`config.mk`:
```
export PLATFORM = sky130hd
export DESIGN_NAME = io_port_glue
export DESIGN_NICKNAME = d
export VERILOG_FILES = /design/src/rtl/iopg_pkg.sv /design/src/rtl/iopg_addr_decode.sv /design/src/rtl/iopg_write_seq.sv /design/src/rtl/iopg_ctrl_regs.sv /design/src/rtl/iopg_read_mux.sv /design/src/rtl/io_port_glue.sv
export SDC_FILE = /design/constraint.sdc
export NUM_CORES = 1
export LEC_CHECK = 0
export BUFFER_PORTS_ARGS = -buffer_cell sky130_fd_sc_hd__buf_2
export CELL_PAD_IN_SITES_DETAIL_PLACEMENT = 0
export CELL_PAD_IN_SITES_GLOBAL_PLACEMENT = 1
export CORE_ASPECT_RATIO = 1.1
export CORE_MARGIN = 2
export CORE_UTILIZATION = 30
export CTS_CLUSTER_SIZE = 12
export DETAILED_ROUTE_END_ITERATION = 10
export HOLD_SLACK_MARGIN = 0.1
export PLACE_DENSITY = 0.84
export SYNTH_ARGS = -nofsm -noshare
export SYNTH_HDL_FRONTEND = slang
export SYNTH_SLANG_ARGS = --single-unit
```
`constraint.sdc`:
```
create_clock -name clk -period 4.3 [get_ports clk]
set_clock_uncertainty 0.2 [all_clocks]
set_input_delay 0.43 -clock clk [delete_from_list [all_inputs] [get_ports clk]]
set_output_delay 0.43 -clock clk [all_outputs]
set_load 0.01 [all_outputs]
```
`src/rtl/iopg_pkg.sv`:
```
package iopg_pkg;
  localparam int NPORTS = 4;
  localparam int NCARDS = 2;

  typedef enum logic [1:0] {
    PORT_UART = 2'd0,
    PORT_CTRL = 2'd1,
    PORT_STAT = 2'd2,
    PORT_SPI  = 2'd3
  } port_e;

  localparam logic [7:0] PORT_ADDR [NPORTS] = '{8'h0F, 8'h1F, 8'h2F, 8'h3F};

  function automatic logic [NPORTS-1:0] read_mask(input bit full);
    logic [NPORTS-1:0] m;
    m = '0;
    m[PORT_SPI] = 1'b1;
    if (full) m = '1;
    return m;
  endfunction
endpackage

```
`src/rtl/iopg_addr_decode.sv`:
```
module iopg_addr_decode
  import iopg_pkg::*;
#(
  parameter int AW = 8
) (
  input  logic [AW-1:0]     addr,
  output logic [NPORTS-1:0] sel
);
  for (genvar i = 0; i < NPORTS; i++) begin : g_match
    assign sel[i] = (addr == PORT_ADDR[i][AW-1:0]);
  end
endmodule

```
`src/rtl/iopg_write_seq.sv`:
```
module iopg_write_seq
  import iopg_pkg::*;
#(
  parameter int DW        = 8,
  parameter int LATCH_CYC = 2
) (
  input  logic              clk,
  input  logic              rst_n,
  input  logic              iorq_n,
  input  logic              wr_n,
  input  logic [NPORTS-1:0] sel,
  input  logic [DW-1:0]     din,
  output logic              fire,
  output logic [NPORTS-1:0] stb,
  output logic [DW-1:0]     data_q
);
  localparam int CW = $clog2(LATCH_CYC + 1);

  logic [CW-1:0] cnt;
  logic          wr_act;

  assign wr_act = !iorq_n && !wr_n;
  assign fire   = wr_act && (cnt == CW'(LATCH_CYC - 1));

  always_ff @(posedge clk or negedge rst_n) begin
    if (!rst_n) begin
      cnt    <= '0;
      stb    <= '0;
      data_q <= '0;
    end else begin
      stb <= fire ? sel : '0;
      if (!wr_act)
        cnt <= '0;
      else if (cnt != CW'(LATCH_CYC))
        cnt <= cnt + 1'b1;
      if (fire && (|sel))
        data_q <= din;
    end
  end
endmodule

```
`src/rtl/iopg_ctrl_regs.sv`:
```
module iopg_ctrl_regs
  import iopg_pkg::*;
(
  input  logic              clk,
  input  logic              rst_n,
  input  logic              fire,
  input  logic              sel_ctrl,
  input  logic              sel_stat,
  input  logic [NCARDS-1:0] din_lo,
  input  logic              nmi_src,
  output logic [NCARDS-1:0] card_cs_n,
  output logic              nmi_req
);
  logic [NCARDS-1:0] cs_q;
  logic              nmi_en;

  always_ff @(posedge clk or negedge rst_n) begin
    if (!rst_n) begin
      cs_q   <= '1;
      nmi_en <= 1'b0;
    end else if (fire) begin
      if (sel_ctrl) cs_q   <= din_lo;
      if (sel_stat) nmi_en <= din_lo[0];
    end
  end

  // card 0 has priority: card 1 is only selected when card 0 is not
  assign card_cs_n[0] = cs_q[0];
  assign card_cs_n[1] = cs_q[1] | ~cs_q[0];
  assign nmi_req      = nmi_en & nmi_src;
endmodule

```
`src/rtl/iopg_read_mux.sv`:
```
module iopg_read_mux
  import iopg_pkg::*;
#(
  parameter int DW         = 8,
  parameter int JW         = 5,
  parameter int SW         = 4,
  parameter bit FULL_BUILD = 1'b1
) (
  input  logic              iorq_n,
  input  logic              rd_n,
  input  logic [NPORTS-1:0] sel,
  input  logic [DW-1:0]     uart_rx_data,
  input  logic [JW-1:0]     joy,
  input  logic [SW-1:0]     uart_status,
  input  logic [DW-1:0]     spi_rx_data,
  output logic [DW-1:0]     dout,
  output logic              dout_oe
);
  localparam logic [NPORTS-1:0] RMASK = read_mask(FULL_BUILD);

  logic [DW-1:0]     src [NPORTS];
  logic [NPORTS-1:0] hit;

  assign src[PORT_SPI] = spi_rx_data;

  if (FULL_BUILD) begin : g_full
    assign src[PORT_UART] = uart_rx_data;
    assign src[PORT_CTRL] = {{(DW-JW){1'b0}}, joy};
    assign src[PORT_STAT] = {{(DW-SW){1'b0}}, uart_status};
  end else begin : g_std
    assign src[PORT_UART] = '0;
    assign src[PORT_CTRL] = '0;
    assign src[PORT_STAT] = '0;
  end

  assign hit     = (!iorq_n && !rd_n) ? (sel & RMASK) : '0;
  assign dout_oe = |hit;

  always_comb begin
    dout = '0;
    for (int i = 0; i < NPORTS; i++)
      if (hit[i]) dout = dout | src[i];
  end
endmodule

```
`src/rtl/io_port_glue.sv`:
```
module io_port_glue
  import iopg_pkg::*;
#(
  parameter bit FULL_BUILD = 1'b1,
  parameter int LATCH_CYC  = 2,
  parameter int AW         = 8,
  parameter int DW         = 8,
  parameter int JW         = 5,
  parameter int SW         = 4
) (
  input  logic          clk,
  input  logic          rst_n,
  input  logic          iorq_n,
  input  logic          rd_n,
  input  logic          wr_n,
  input  logic [AW-1:0] addr,
  input  logic [DW-1:0] din,
  output logic [DW-1:0] dout,
  output logic          dout_oe,
  input  logic [JW-1:0] joy,
  input  logic [SW-1:0] uart_status,
  input  logic [DW-1:0] uart_rx_data,
  input  logic [DW-1:0] spi_rx_data,
  input  logic          nmi_src,
  output logic          uart_tx_valid,
  output logic          spi_tx_valid,
  output logic [DW-1:0] tx_data,
  output logic [1:0]    card_cs_n,
  output logic          nmi_req
);
  logic [NPORTS-1:0] sel;
  logic [NPORTS-1:0] stb;
  logic              fire;

  iopg_addr_decode #(.AW(AW)) u_dec (
    .addr (addr),
    .sel  (sel)
  );

  iopg_write_seq #(.DW(DW), .LATCH_CYC(LATCH_CYC)) u_wseq (
    .clk    (clk),
    .rst_n  (rst_n),
    .iorq_n (iorq_n),
    .wr_n   (wr_n),
    .sel    (sel),
    .din    (din),
    .fire   (fire),
    .stb    (stb),
    .data_q (tx_data)
  );

  iopg_ctrl_regs u_regs (
    .clk       (clk),
    .rst_n     (rst_n),
    .fire      (fire),
    .sel_ctrl  (sel[PORT_CTRL]),
    .sel_stat  (sel[PORT_STAT]),
    .din_lo    (din[NCARDS-1:0]),
    .nmi_src   (nmi_src),
    .card_cs_n (card_cs_n),
    .nmi_req   (nmi_req)
  );

  iopg_read_mux #(.DW(DW), .JW(JW), .SW(SW), .FULL_BUILD(FULL_BUILD)) u_rmux (
    .iorq_n       (iorq_n),
    .rd_n         (rd_n),
    .sel          (sel),
    .uart_rx_data (uart_rx_data),
    .joy          (joy),
    .uart_status  (uart_status),
    .spi_rx_data  (spi_rx_data),
    .dout         (dout),
    .dout_oe      (dout_oe)
  );

  assign uart_tx_valid = stb[PORT_UART];
  assign spi_tx_valid  = stb[PORT_SPI];
endmodule

```
---- Word-level counts from Yosys, hierarchy flattened ----
Index checks and enable logic that the tools add are counted.
word-level totals
  register bits after elaboration ......... 17
  latch bits .............................. 0
  bits in writable memories ............... 0
  ROM bits ................................ 0
  bits of input ports ..................... 47
  output and inout port bits .............. 22
  logic and storage cells ................. 38
  memories kept ........................... 0
cells by class
  add/sub/neg operators ................... 1
  multipliers ............................. 0
  divide/modulo/power cells ............... 0
  $lt $le $gt $ge ......................... 0
  equal/unequal tests ..................... 7
  shift operators ......................... 0
  muxes and demuxes ....................... 8
  bitwise logic cells ..................... 6
  reduce and logical (&&, ||, !) cells .... 11
operator list
  kind                                                                    count
  8-bit two-way mux                                                       4
  8-bit by 6-bit equality test with 1-bit output (second input constant)  2
  8-bit by 4-bit equality test with 1-bit output (second input constant)  1
  8-bit by 5-bit equality test with 1-bit output (second input constant)  1
  4-bit two-way mux                                                       2
  8-bit by 4-bit OR with 8-bit output                                     1
  8-bit by 5-bit OR with 8-bit output                                     1
  8-bit OR                                                                1
  4-bit OR reduction                                                      2
  1-bit logical AND                                                       4
  2-bit two-way mux                                                       2
  2-bit inequality test (second input constant)                           2
  2-bit AND reduction                                                     2
  1-bit zero test                                                         3
  2-bit by 1-bit adder with 2-bit output (second input constant)          1
  2-bit by 1-bit equality test with 1-bit output (second input constant)  1
  1-bit AND                                                               1
  1-bit NOT                                                               1
  1-bit OR                                                                1

---- Longest topological paths before layout ----
  word-level depth ........................ 10
  gate-level depth with buffers ........... 5

---- Modules after synthesis ----
Synthesis repeated with hierarchy kept, for this count alone.
unflattened totals
  cell total of the unflattened synthesis .. 85
  area, all modules ....................... 980.9 µm²
by module, submodules not included
  module            instances  cells each  area an instance (µm²)  sequential area each (µm²)
  iopg_write_seq    1          40          591.8                   350.3
  iopg_read_mux     1          26          165.2                   0.0
  iopg_ctrl_regs    1          11          152.6                   77.6
  iopg_addr_decode  1          8           71.3                    0.0

---- Worst setup path before layout ----
Ideal clock, no wire load.
  path type ............................... input -> output
  start point ............................. input port addr[4]
  end point ............................... output port dout[3]
  arrival time ............................ 1.309 ns
  required time ........................... 3.670 ns
  path slack .............................. 2.361 ns
  stages on the path ...................... 4
  buffers on the path ..................... 1
  cells stage by stage .................... or3_1 > clkbuf_1 > o22a_1 > nor2_1
between the ends
  longest elaborated chain between the ends .. 9
ends and longest elaborated chain
  element                                         line                    source
  start, declared                                 io_port_glue.sv:16      input logic [AW-1:0] addr,
  8-bit by 4-bit equality test with 1-bit output  iopg_addr_decode.sv:10  assign sel[i] = (addr == PORT_ADDR[i][AW-1:0]);
  4-bit two-way mux *                             iopg_read_mux.sv:36     assign hit = (!iorq_n && !rd_n) ? (sel & RMASK) : '0;
  8-bit two-way mux                               iopg_read_mux.sv:42     if (hit[i]) dout = dout | src[i];
  8-bit by 5-bit OR with 8-bit output             iopg_read_mux.sv:42
  8-bit two-way mux                               iopg_read_mux.sv:42
  8-bit by 4-bit OR with 8-bit output             iopg_read_mux.sv:42
  8-bit two-way mux                               iopg_read_mux.sv:42
  8-bit OR                                        iopg_read_mux.sv:42
  8-bit two-way mux *                             iopg_read_mux.sv:42
  end, declared                                   io_port_glue.sv:18      output logic [DW-1:0] dout,
Every way passes the cells marked *; elsewhere a longest branch is shown, timed or not.

---- Worst setup path after layout ----
  start point ............................. input port addr[4]
  end point ............................... output port dout[2]
The elaborated chain is that of the path after synthesis.

==> metrics.md <==
| Metric | Value |
|---|---|
| Status | `finished clean` |
| Hold depth | `2` |
| Synthesized cell area | `approximately 930 sq um` |
| IO buf count | `68` |
| Fmax | `between 0.4 and 0.5 GHz` |
| Final min period | `2.16 ns` |
| Ports | `slightly below 70` |
| Starting density of the core | `0.309` |
| GP Congestion | `slightly above 0.8` |
| Netlist cell types | `26` |
| Vias | `907` |
| Total wire length | `2240 um` |
| # rows | `21` |
| Final setup vio count | `0` |
| Total core area | `roughly 3000 sq um` |
| Largest net degree at the start of global routing | `17` |
| Synth Warn # | `0` |
| # DRC | `0` |
| Slew @ Worst Pin | `roughly 0.42 ns` |
| Crit end category | `output port` |
| Share of cells above drive strength 1 | `0.561` |
| Die Y | `about 62 um` |
| Initial antenna violation count | `0` |
| Initial DRC Count | `14` |
| Final Cycle Share | `0.503` |
| Fin nets | `207` |
| Critical path type | `in -> out` |
| Max Slew Vio Count | `0` |
| DR pass1 iterations | `3` |
| RR Endpoint | `u_regs.nmi_en` |
| Syn-to-layout area delta | `41.9%` |
| RSZ-0062 raised after global routing | `no` |
| Slew HR | `0.720` |
| Design Area, Final | `roughly 1300 sq um` |
| Cell Pwr Density | `approximately 210 nW/um^2` |
| Worst-path clk slew | `0.09 ns` |
| Critical path peak fanout | `7` |
| Leak | `0.735 nW` |
| Post-CTS Setup Inserts | `0` |
| First-pass GRT wire length | `3700 um` |
| Final worst slack | `2.14 ns` |
| Avg Synthesized Cell Area | `10.4 sq um` |
| CTS sink count | `15` |
| Req. time, crit path | `3.67 ns` |
| Total track usage | `0.129` |
| CTS Hold Bufs | `1` |
| Async set-or-reset flop fraction in the synthesized netlist | `1.00` |
| Primary FF master, synth | `dfrtp_1` |
| Layout fillers | `between 300 and 400` |
| R2R setup slack | `2.31 ns` |
| Area after DPL | `1280 sq um` |
| Critical Path Start Type | `input pin` |
| Reg-to-Reg Start | `u_wseq.cnt[1]` |
| Pre-CTS worst setup slack | `2.15 ns` |
| Post-Place Cells | `186` |
| Post-Syn Instances | `89` |
| Vias in the first global route | `907` |
| Antenna cells | `0` |
| Die area | `3550 sq um` |
| Max-cap violation count | `0` |
| Final hold vios | `0` |
| Antenna-violating nets left | `0` |
| GR Overflow Total | `0` |
| Hold Path Sink | `u_wseq.cnt[0]` |
| Register area share after synthesis | `0.408` |
| Worst hold path type | `in -> reg` |
| Deepest clock path buffer count | `2` |
| Drt wl/cell | `11.7 um` |
| R2R cell count | `5` |
| Total negative setup slack | `0 ns` |
| Number of synthesized register bits | `15` |
| Via density | `about 4.7` |
| CTS H-tree lvls | `1` |
| Post-synth EDFFs | `0` |
| Post-CTS sizing | `0` |
| Worst skew pair latency | `0.27 ns` |
| Syn nets | `138` |
| CTS Buf Count | `3` |
| Die width | `approximately 57 um` |
| Non-filler cells, final | `191` |
| Hold_sp | `wr_n` |
| CTS tree | `built` |
| Worst EP arrival | `between 1.5 and 2 ns` |
| Maximum vdd drop | `0.136 mV` |
| Final HPWL DP | `between 1500 and 2000 um` |
| Root buf cell | `clkbuf_4` |
## cell usage in the layout (no fill, tap or decap), types with 3 or more instances in the layout
| cell | netlist | final |
|---|---|---|
| dfrtp_1 | 13 | 13 |
| a21oi_1 | 4 | 4 |
| nand2_1 | 4 | 4 |
| nor3_1 | 4 | 4 |
| nand3_1 | 5 | 5 |
| clkbuf_4 | 0 | 3 |
| mux2i_1 | 8 | 8 |
| nor2_1 | 10 | 10 |
| mux2_2 | 12 | 12 |
| o22a_1 | 4 | 4 |
| buf_2 | 2 | 68 |
| inv_1 | 4 | 4 |
## how the worst max path moves through the flow
stage / startpoint / end / slack, ns / cells past startpoint
after floorplan: addr[4] / dout[3] / 2.36 / 4
after CTS: addr[4] / dout[1] / 2.14 / 5
after global routing: addr[4] / dout[2] / 2.07 / 5
final: addr[4] / dout[2] / 2.14 / 5
after global placement: addr[4] / dout[3] / 2.19 / 5
after detailed placement: addr[4] / dout[1] / 2.15 / 5
## worst max-delay path: stages
cell    delay [ns]
buf_2         0.14
or3_1         0.49
o22a_1        0.25
nor2_1        0.09
buf_2         0.14
## flip-flops by register name, indices dropped and copies added, names as in the netlist
name / count
u_regs.nmi_en: 1
u_wseq.cnt: 2
u_wseq.stb: 2
u_wseq.data_q: 8
u_regs.cs_q: 2
## cells by family after synthesis
logic type	share of synthesized area
flip-flops	0.408
AO/OA/AOI/OAI	0.0676
adder cells (fa/ha/maj)	0.0270
AND/OR/NAND/NOR	0.204
buffers and inverters	0.0513
XOR/XNOR	0.00946
multiplexers	0.232
## layout make-up
type,count,area [sq um],area share
Clock buffer,3,22.5,0.0171
Clock inverter,1,5.00,0.00381
Inverter,4,15.0,0.0114
Multi-Input combinational cell,65,500,0.381
Sequential cell,15,378,0.288
Tap cell,34,42.5,0.0324
Timing Repair Buffer,69,350,0.267
## where the power goes
part / switching [W] / total (W) / internal (W)
clock network: 0.0000413 / 0.0000757 / 0.0000344
registers: 0.00000177 / 0.000146 / 0.000144
logic: 0.0000256 / 0.0000540 / 0.0000284
total: 0.0000687 / 0.000275 / 0.000207
## cells in the mapped netlist (2+ instances only)
cell | number | share of area
dfstp_2 | 2 | 0.057
nor3_1 | 4 | 0.022
mux2_2 | 12 | 0.15
o22a_1 | 4 | 0.038
a21oi_1 | 4 | 0.022
mux2i_1 | 8 | 0.086
nand2_1 | 4 | 0.016
inv_1 | 4 | 0.016
or3b_1 | 2 | 0.019
nor2_1 | 10 | 0.041
dfrtp_1 | 13 | 0.35
nand4_1 | 2 | 0.014
buf_2 | 2 | 0.011
nand3_1 | 5 | 0.027
ha_1 | 2 | 0.027
## routing by layer
layer,wire length (um),part of all wire,vias to the layer above,track usage
met5,0,0,-,0
met1,943,0.42,410,0.155
li1,-,-,456,-
met3,181,0.081,2,0.0167
met2,1110,0.50,39,0.230
met4,4,0.0018,0,0.0465
## per-stage QoR
| stage | power, W | util | hold slack (ns) |
|---|---|---|---|
| 2_1_floorplan | 0.000173 | - | -0.0656 |
| 3_3_place_gp | 0.000201 | 0.426 | 0.130 |
| 3_5_place_dp | 0.000203 | 0.426 | 0.147 |
| 4_1_cts | 0.000282 | 0.439 | 0.140 |
| 5_1_grt | 0.000292 | 0.439 | 0.152 |
| 6_report | 0.000275 | 0.439 | 0.157 |
Note: power is estimated with default switching activity, not from simulation.
